## src/rtl/spdif_tx_pkg.sv

```systemverilog
package spdif_tx_pkg;
  localparam int PRE_SLOTS = 8;
  localparam logic [PRE_SLOTS-1:0] PRE_BLOCK_START = 8'b11101000;
  localparam logic [PRE_SLOTS-1:0] PRE_LEFT_CH     = 8'b11100010;
  localparam logic [PRE_SLOTS-1:0] PRE_RIGHT_CH    = 8'b11100100;

  function automatic logic [PRE_SLOTS-1:0] pick_preamble(input logic is_right,
                                                         input logic is_first);
    if (is_right)      return PRE_RIGHT_CH;
    else if (is_first) return PRE_BLOCK_START;
    else               return PRE_LEFT_CH;
  endfunction
endpackage

```

## src/rtl/spdif_seq.sv

```systemverilog
module spdif_seq #(
  parameter int SF_BITS = 32,
  parameter int FRAMES  = 192,
  localparam int HALVES = 2 * SF_BITS,
  localparam int HC_W   = $clog2(HALVES),
  localparam int FR_W   = $clog2(FRAMES)
) (
  input  logic            clk,
  input  logic            rst,
  input  logic            tick,
  output logic [HC_W-1:0] hc,
  output logic            sf_load,
  output logic            fr_load,
  output logic            nxt_right,
  output logic            nxt_first,
  output logic [FR_W-1:0] nxt_frame
);
  logic            sub_q;
  logic [FR_W-1:0] frame_q;

  assign sf_load   = tick && (hc == HC_W'(HALVES - 1));
  assign fr_load   = sf_load && sub_q;
  assign nxt_right = ~sub_q;
  assign nxt_frame = sub_q ? ((frame_q == FR_W'(FRAMES - 1)) ? '0 : frame_q + 1'b1)
                           : frame_q;
  assign nxt_first = (nxt_frame == '0);

  always_ff @(posedge clk) begin
    if (rst) begin
      hc      <= HC_W'(HALVES - 1);
      sub_q   <= 1'b1;
      frame_q <= FR_W'(FRAMES - 1);
    end else if (tick) begin
      hc <= sf_load ? '0 : hc + 1'b1;
      if (sf_load) begin
        sub_q   <= ~sub_q;
        frame_q <= nxt_frame;
      end
    end
  end

  // frame index moves only at a frame boundary and stays in range
  p_frame_hold_r7: assert property (@(posedge clk) disable iff (rst)
    !fr_load |=> $stable(frame_q));
  p_frame_range_r7: assert property (@(posedge clk) disable iff (rst)
    frame_q <= FR_W'(FRAMES - 1));
endmodule

```

## src/rtl/spdif_word_build.sv

```systemverilog
module spdif_word_build #(
  parameter int SAMPLE_W = 24,
  parameter int FRAMES   = 192,
  localparam int SF_BITS = SAMPLE_W + 8,
  localparam int FR_W    = $clog2(FRAMES)
) (
  input  logic                clk,
  input  logic                rst,
  input  logic                s_valid,
  output logic                s_ready,
  input  logic [SAMPLE_W-1:0] s_left,
  input  logic [SAMPLE_W-1:0] s_right,
  input  logic                s_validity,
  input  logic                s_user,
  input  logic [FRAMES-1:0]   cs_vec,
  input  logic                fr_load,
  input  logic                sf_load,
  input  logic [FR_W-1:0]     nxt_frame,
  output logic [SF_BITS-1:0]  sf_word
);
  logic                hold_full;
  logic [SAMPLE_W-1:0] hold_l, hold_r, last_l, last_r, cur_l, cur_r;
  logic [SF_BITS-1:0]  right_q;
  logic                v_bit, c_bit, take;

  function automatic logic [SF_BITS-1:0] make_word(input logic [SAMPLE_W-1:0] smp,
                                                   input logic v, input logic u,
                                                   input logic c);
    logic [SF_BITS-1:0] w;
    w                   = '0;
    w[SAMPLE_W+3:4]     = smp;
    w[SAMPLE_W+4]       = v;
    w[SAMPLE_W+5]       = u;
    w[SAMPLE_W+6]       = c;
    w[SF_BITS-1]        = ^w[SF_BITS-2:4];
    return w;
  endfunction

  assign s_ready = ~hold_full;
  assign take    = s_valid && ~hold_full;
  assign cur_l   = hold_full ? hold_l : last_l;
  assign cur_r   = hold_full ? hold_r : last_r;
  assign v_bit   = hold_full ? s_validity : 1'b1;
  assign c_bit   = cs_vec[nxt_frame];
  assign sf_word = fr_load ? make_word(cur_l, v_bit, s_user, c_bit) : right_q;

  always_ff @(posedge clk) begin
    if (rst) begin
      hold_full <= 1'b0;
      hold_l    <= '0;
      hold_r    <= '0;
      last_l    <= '0;
      last_r    <= '0;
      right_q   <= '0;
    end else begin
      if (take) begin
        hold_full <= 1'b1;
        hold_l    <= s_left;
        hold_r    <= s_right;
      end else if (fr_load) begin
        hold_full <= 1'b0;
      end
      if (fr_load) begin
        last_l  <= cur_l;
        last_r  <= cur_r;
        right_q <= make_word(cur_r, v_bit, s_user, c_bit);
      end
    end
  end

  // an accepted sample stays put until a frame boundary takes it
  p_hold_kept_r9: assert property (@(posedge clk) disable iff (rst)
    (hold_full && !fr_load) |=> (hold_full && $stable(hold_l) && $stable(hold_r)));
  // every word handed to the encoder carries even parity over slots 4..31
  p_parity_even_r6: assert property (@(posedge clk) disable iff (rst)
    sf_load |-> (^sf_word[SF_BITS-1:4] == 1'b0));
  // underrun forces the validity flag
  p_underrun_flag_r10: assert property (@(posedge clk) disable iff (rst)
    (fr_load && !hold_full) |-> sf_word[SAMPLE_W+4]);
endmodule

```

## src/rtl/spdif_bmc.sv

```systemverilog
module spdif_bmc
  import spdif_tx_pkg::*;
#(
  parameter int SF_BITS = 32,
  localparam int HC_W   = $clog2(2 * SF_BITS)
) (
  input  logic               clk,
  input  logic               rst,
  input  logic               tick,
  input  logic [HC_W-1:0]    hc,
  input  logic               sf_load,
  input  logic               nxt_right,
  input  logic               nxt_first,
  input  logic [SF_BITS-1:0] sf_word,
  output logic               line_q
);
  logic [SF_BITS-1:0]   word_q;
  logic [PRE_SLOTS-1:0] pat_q, pat_n;
  logic                 base_q;
  logic [HC_W-1:0]      nh;

  assign pat_n = pick_preamble(nxt_right, nxt_first);
  assign nh    = hc + 1'b1;

  always_ff @(posedge clk) begin
    if (rst) begin
      word_q <= '0;
      pat_q  <= '0;
      base_q <= 1'b0;
      line_q <= 1'b0;
    end else if (tick) begin
      if (sf_load) begin
        word_q <= sf_word;
        pat_q  <= pat_n;
        base_q <= line_q;
        line_q <= line_q ^ pat_n[PRE_SLOTS-1];
      end else if (nh < HC_W'(PRE_SLOTS)) begin
        line_q <= base_q ^ pat_q[3'(PRE_SLOTS - 1) - nh[2:0]];
      end else if (!nh[0]) begin
        line_q <= ~line_q;
      end else begin
        line_q <= line_q ^ word_q[nh[HC_W-1:1]];
      end
    end
  end

  // no pacing pulse, no line change
  p_line_still_r2: assert property (@(posedge clk) disable iff (rst)
    !tick |=> $stable(line_q));
  // the first half of each data slot differs from the level before it
  p_cell_edge_r4: assert property (@(posedge clk) disable iff (rst)
    (tick && !sf_load && hc[0] && (hc >= HC_W'(PRE_SLOTS - 1))) |=> (line_q != $past(line_q)));
  // every preamble opens with a level change
  p_pre_open_r5: assert property (@(posedge clk) disable iff (rst)
    sf_load |=> (line_q != $past(line_q)));
endmodule

```

## src/rtl/spdif_tx.sv

```systemverilog
module spdif_tx #(
  parameter int SAMPLE_W = 24,
  parameter int FRAMES   = 192
) (
  input  logic                clk,
  input  logic                rst,
  input  logic                cell_en,
  input  logic                s_valid,
  output logic                s_ready,
  input  logic [SAMPLE_W-1:0] s_left,
  input  logic [SAMPLE_W-1:0] s_right,
  input  logic                s_validity,
  input  logic                s_user,
  input  logic [FRAMES-1:0]   cs_vec,
  output logic                spdif_out
);
  localparam int SF_BITS = SAMPLE_W + 8;
  localparam int HC_W    = $clog2(2 * SF_BITS);
  localparam int FR_W    = $clog2(FRAMES);

  logic [HC_W-1:0]    hc;
  logic               sf_load, fr_load, nxt_right, nxt_first;
  logic [FR_W-1:0]    nxt_frame;
  logic [SF_BITS-1:0] sf_word;

  spdif_seq #(.SF_BITS(SF_BITS), .FRAMES(FRAMES)) u_seq (
    .clk(clk), .rst(rst), .tick(cell_en), .hc(hc), .sf_load(sf_load),
    .fr_load(fr_load), .nxt_right(nxt_right), .nxt_first(nxt_first),
    .nxt_frame(nxt_frame)
  );

  spdif_word_build #(.SAMPLE_W(SAMPLE_W), .FRAMES(FRAMES)) u_build (
    .clk(clk), .rst(rst), .s_valid(s_valid), .s_ready(s_ready),
    .s_left(s_left), .s_right(s_right), .s_validity(s_validity),
    .s_user(s_user), .cs_vec(cs_vec), .fr_load(fr_load), .sf_load(sf_load),
    .nxt_frame(nxt_frame), .sf_word(sf_word)
  );

  spdif_bmc #(.SF_BITS(SF_BITS)) u_bmc (
    .clk(clk), .rst(rst), .tick(cell_en), .hc(hc), .sf_load(sf_load),
    .nxt_right(nxt_right), .nxt_first(nxt_first), .sf_word(sf_word),
    .line_q(spdif_out)
  );
endmodule

```

## config.mk

```make
export PLATFORM = sky130hd
export DESIGN_NAME = spdif_tx
export DESIGN_NICKNAME = d
export VERILOG_FILES = /design/src/rtl/spdif_tx_pkg.sv /design/src/rtl/spdif_seq.sv /design/src/rtl/spdif_word_build.sv /design/src/rtl/spdif_bmc.sv /design/src/rtl/spdif_tx.sv
export SDC_FILE = /design/constraint.sdc
export NUM_CORES = 1
export LEC_CHECK = 0
export ABC_CLOCK_PERIOD_IN_PS = 3400
export BUFFER_PORTS_ARGS = -buffer_cell sky130_fd_sc_hd__buf_2
export CORE_ASPECT_RATIO = 2
export CORE_UTILIZATION = 50
export CTS_BUF_LIST = sky130_fd_sc_hd__clkbuf_2 sky130_fd_sc_hd__clkbuf_4 sky130_fd_sc_hd__clkbuf_8
export CTS_CLUSTER_DIAMETER = 50
export DETAILED_ROUTE_END_ITERATION = 10
export HOLD_SLACK_MARGIN = 0.08
export PLACE_DENSITY = 0.85
export REMOVE_ABC_BUFFERS = 1
export SLEW_MARGIN = 5
export SYNTH_ARGS = -nofsm -noshare
export SYNTH_HDL_FRONTEND = slang
export SYNTH_SLANG_ARGS = --single-unit
```

## constraint.sdc

```tcl
create_clock -name clk -period 3.4 [get_ports clk]
set_clock_uncertainty 0.15 [all_clocks]
set_input_delay 0.51 -clock clk [delete_from_list [all_inputs] [get_ports clk]]
set_output_delay 0.51 -clock clk [all_outputs]
set_load 0.01 [all_outputs]
```

==> reports/results.tsv <==
metric	value	unit
regArea	3010	sq um
cellLeakagePower	4.83	nW
setup_violations	0	
wl_met2	15.7	mm
areaGrowthSynthToFinish	23.2	%
antenna_left	0	
clk_pin_slew_worst_paths	90	ps
cap_violations	0	
final_cells	1667	
fp.dieW	97.2	um
hold_end	u_build.hold_l[0]	
ios	248	
routed_wl	30.0	mm
rows	69	
routabilityCongestion	0.965	
vias	9658	
wl_met3	1.62	mm
fin_util	62.8	%
grt_use_total	31.3	%
fmax	0.306	GHz
syn_area	9060	sq um
grt_setup_unrepaired	no	
grt_antenna_before_repair	2	
dp.cells	1634	
critical_path_required	3680	ps
cts_tree	done	
swShare	38.5	%
layout.nets	1696	
worstMarginPinSlew	990	ps
die_area	18700	sq um
drt_first_pass_iters	5	
clock_sinks	150	
r2r_start	u_seq.frame_q[0]	
top_layer	met4	
syn_inst	1201	
drt_iter0_markers	386	
r2r_cells	13	
synth-seq-cells	150	
clockRootBuffer	clkbuf_8	
grt_pass1_wl	46.4	mm
whs_path_depth	3	
wl_per_cell	18.0	um
endpoint_kind	register	
intPower	3.81	mW
clk_path_buf_depth	3	
critPathMaxFanout	6	
start_util	51.0	%
coreArea	17800	sq um
ys.warnings.count	0	
synthArstFlopShare	0	%
p_comb_share	46.3	%
hold_viol_final	0	
ff2ff_setup_slack	130	ps
multi_input_area	5630	sq um
net-switching-power	2.38	mW
hpwl	23.3	mm
n_fill_cell	1598	
arrival	3550	ps
seq_area_frac_synth	33.1	%
clk_latency	480	ps
cts_hold_buf	0	
cts_made_buffers	25	
yosys_most_used_dff	dfxtp_1	
viasPerCell	5.79	
status	finished, final reports clean	
port_buffers	247	
clkPwrFrac	21.9	%
syn_avg_cell_area	7.55	sq um
grt_max_degree	87	
worstSetupStartpointType	register	
r2r_end	u_bmc.word_q[30]	
ir_drop	0.000479	V
synth_cell_types	69	
hold_path_class	input pin to register	
worstHoldStart	s_left[0]	
worstSetupPathType	register to register	
seq_power_share	31.8	%
min_period	3270	ps
power_density	553	nW/um^2
synth_edf_count	0	
grt_overflow_total	0	
drc	0	
die_y	192	um
post_cts_buffers	0	
h-tree-depth	4	
slew_violations	0	
grt_pass1_vias	9598	
drive_gt1_share	26.4	%
relSlewSlack	33.9	%
fin_crit_sh	96.1	%
wl_met1	9.74	mm
[synth_stat cells, drive strengths merged, types with 3 or more instances]
library cell | instances | share of area (%)
o211ai | 12 | 1.0
a21oi | 136 | 7.5
a211oi | 61 | 5.1
nand3b | 3 | 0.25
a32oi | 3 | 0.29
mux2i | 50 | 5.6
nand2 | 271 | 11
and2 | 9 | 0.62
mux4 | 11 | 2.7
clkbuf | 61 | 2.5
a221oi | 9 | 0.94
o21a | 3 | 0.25
buf | 36 | 2.3
inv | 13 | 0.54
o22ai | 4 | 0.28
and3 | 17 | 1.2
dfxtp | 150 | 33
nand2b | 3 | 0.21
xor2 | 34 | 3.4
a22oi | 3 | 0.25
o2111ai | 6 | 0.58
xnor2 | 45 | 4.4
nand4 | 9 | 0.69
o221ai | 11 | 1.1
a311oi | 11 | 1.1
a31oi | 5 | 0.35
nor2 | 120 | 5.0
nor3 | 9 | 0.50
o21ai | 24 | 1.4
mux2 | 5 | 0.62
nand3 | 36 | 2.0
[cells in the final DEF, fill, tap and decap left out, drive strengths merged, types with 3 or more instances in the layout]
cell	synthesis	final
nand2	271	271
dfxtp	150	150
nand3b	3	3
buf	36	317
clkinv	0	3
o22ai	4	4
nor2	120	120
xnor2	45	45
a211oi	61	61
o21ai	24	24
o21a	3	3
a31oi	5	5
nand2b	3	3
mux2i	50	50
o2111ai	6	6
and3	17	17
a311oi	11	11
inv	13	13
nand4	9	9
o221ai	11	11
mux2	5	5
a221oi	9	9
nor3	9	9
clkbuf	61	28
a22oi	3	3
and2	9	9
a21oi	136	136
nand3	36	36
a32oi	3	3
o211ai	12	12
mux4	11	11
xor2	34	34
[flip-flops by register name, indices dropped and copies added (netlist names), 4 cells and up]
name	flops
u_build.right_q	5
u_build.hold_r	24
u_seq.hc	6
u_build.last_l	24
u_bmc.pat_q	4
u_bmc.word_q	28
u_build.hold_l	24
u_seq.frame_q	8
u_build.last_r	23
[worst max-delay path: stages (launching register included)]
cell and delay [ps]:
dfxtp_1 350, ha_2 250, buf_4 150, xor2_1 220, o22a_2 270, buf_4 180
a21oi_1 50, a221oi_1 320, a211oi_1 110, buf_4 170, o31a_1 320, and3_4 210
a2111oi_2 340, a31o_1 140
[power by group through the flow]
stage                     clock [mW]  combinational, mW  sequential [mW]
after floorplan                    0               1.66             2.02
after global placement             0               2.76             1.99
after detailed placement           0               2.79             2.00
after CTS                       1.38               2.81             1.96
after global routing            1.46               3.05             1.98
final                           1.35               2.86             1.96
[cell families (layout without fill, tap and decap cells)]
| logic type | after synthesis | in the layout | share of synthesized area (%) |
|---|---|---|---|
| buffers and inverters | 110 | 361 | 5.41 |
| flip-flops | 150 | 150 | 33.1 |
| adder cells (fa/ha/maj) | 2 | 2 | 0.276 |
| multiplexers | 66 | 66 | 8.92 |
| other | 0 | 2 | 0 |
| AO/OA/AOI/OAI | 309 | 309 | 22.1 |
| XOR/XNOR | 79 | 79 | 7.80 |
| AND/OR/NAND/NOR | 485 | 485 | 22.4 |
[worst max-delay path by stage]
stage / start / end
floorplan: u_seq.sub_q / u_bmc.word_q[30]
global placement: u_seq.frame_q[0] / u_bmc.word_q[30]
detailed placement: u_seq.frame_q[0] / u_bmc.word_q[30]
CTS: u_seq.frame_q[0] / u_bmc.word_q[30]
global route: u_seq.frame_q[0] / u_bmc.word_q[30]
finish: u_seq.frame_q[0] / u_bmc.word_q[30]
[area by class of cell]
| type | instances | area share, % |
|---|---|---|
| clock inverter | 3 | 0.134 |
| inverter | 13 | 0.437 |
| sequential | 150 | 26.9 |
| multi-input combinational | 941 | 50.4 |
| clock buffer | 28 | 3.39 |
| timing repair buffer | 317 | 16.3 |
| tap | 213 | 2.39 |
| antenna | 2 | 0.0448 |
[per-layer routing]
metal	global-route usage (%)	vias to the layer above
met3	4.71	141
met4	30.1	0
met2	60.0	424
met5	0	-
li1	-	4711
met1	26.9	4382
[through the flow]
step | hold WS, ps | TNS, ps | cell area (sq um) | power [mW] | worst slack (ps)
3_5_place_dp | 299 | -9.19 | 10700 | 4.79 | -9.19
3_3_place_gp | 289 | 0 | 10700 | 4.76 | 66.9
2_1_floorplan | 273 | -23360 | 8620 | 3.68 | -1880
4_1_cts | 92.5 | 0 | 11100 | 6.15 | 23.6
5_1_grt | 103 | 0 | 11200 | 6.49 | 15.0
6_report | 98.1 | 0 | 11200 | 6.18 | 131
[what timing repair did]
| action | 4_1_cts | 5_1_grt |
|---|---|---|
| endpoints found under the setup margin | 1 | 2 |
| hold endpoints to repair | 0 | 0 |
| resized for setup | 1 | 9 |
Power figures use the tool's default switching activity.
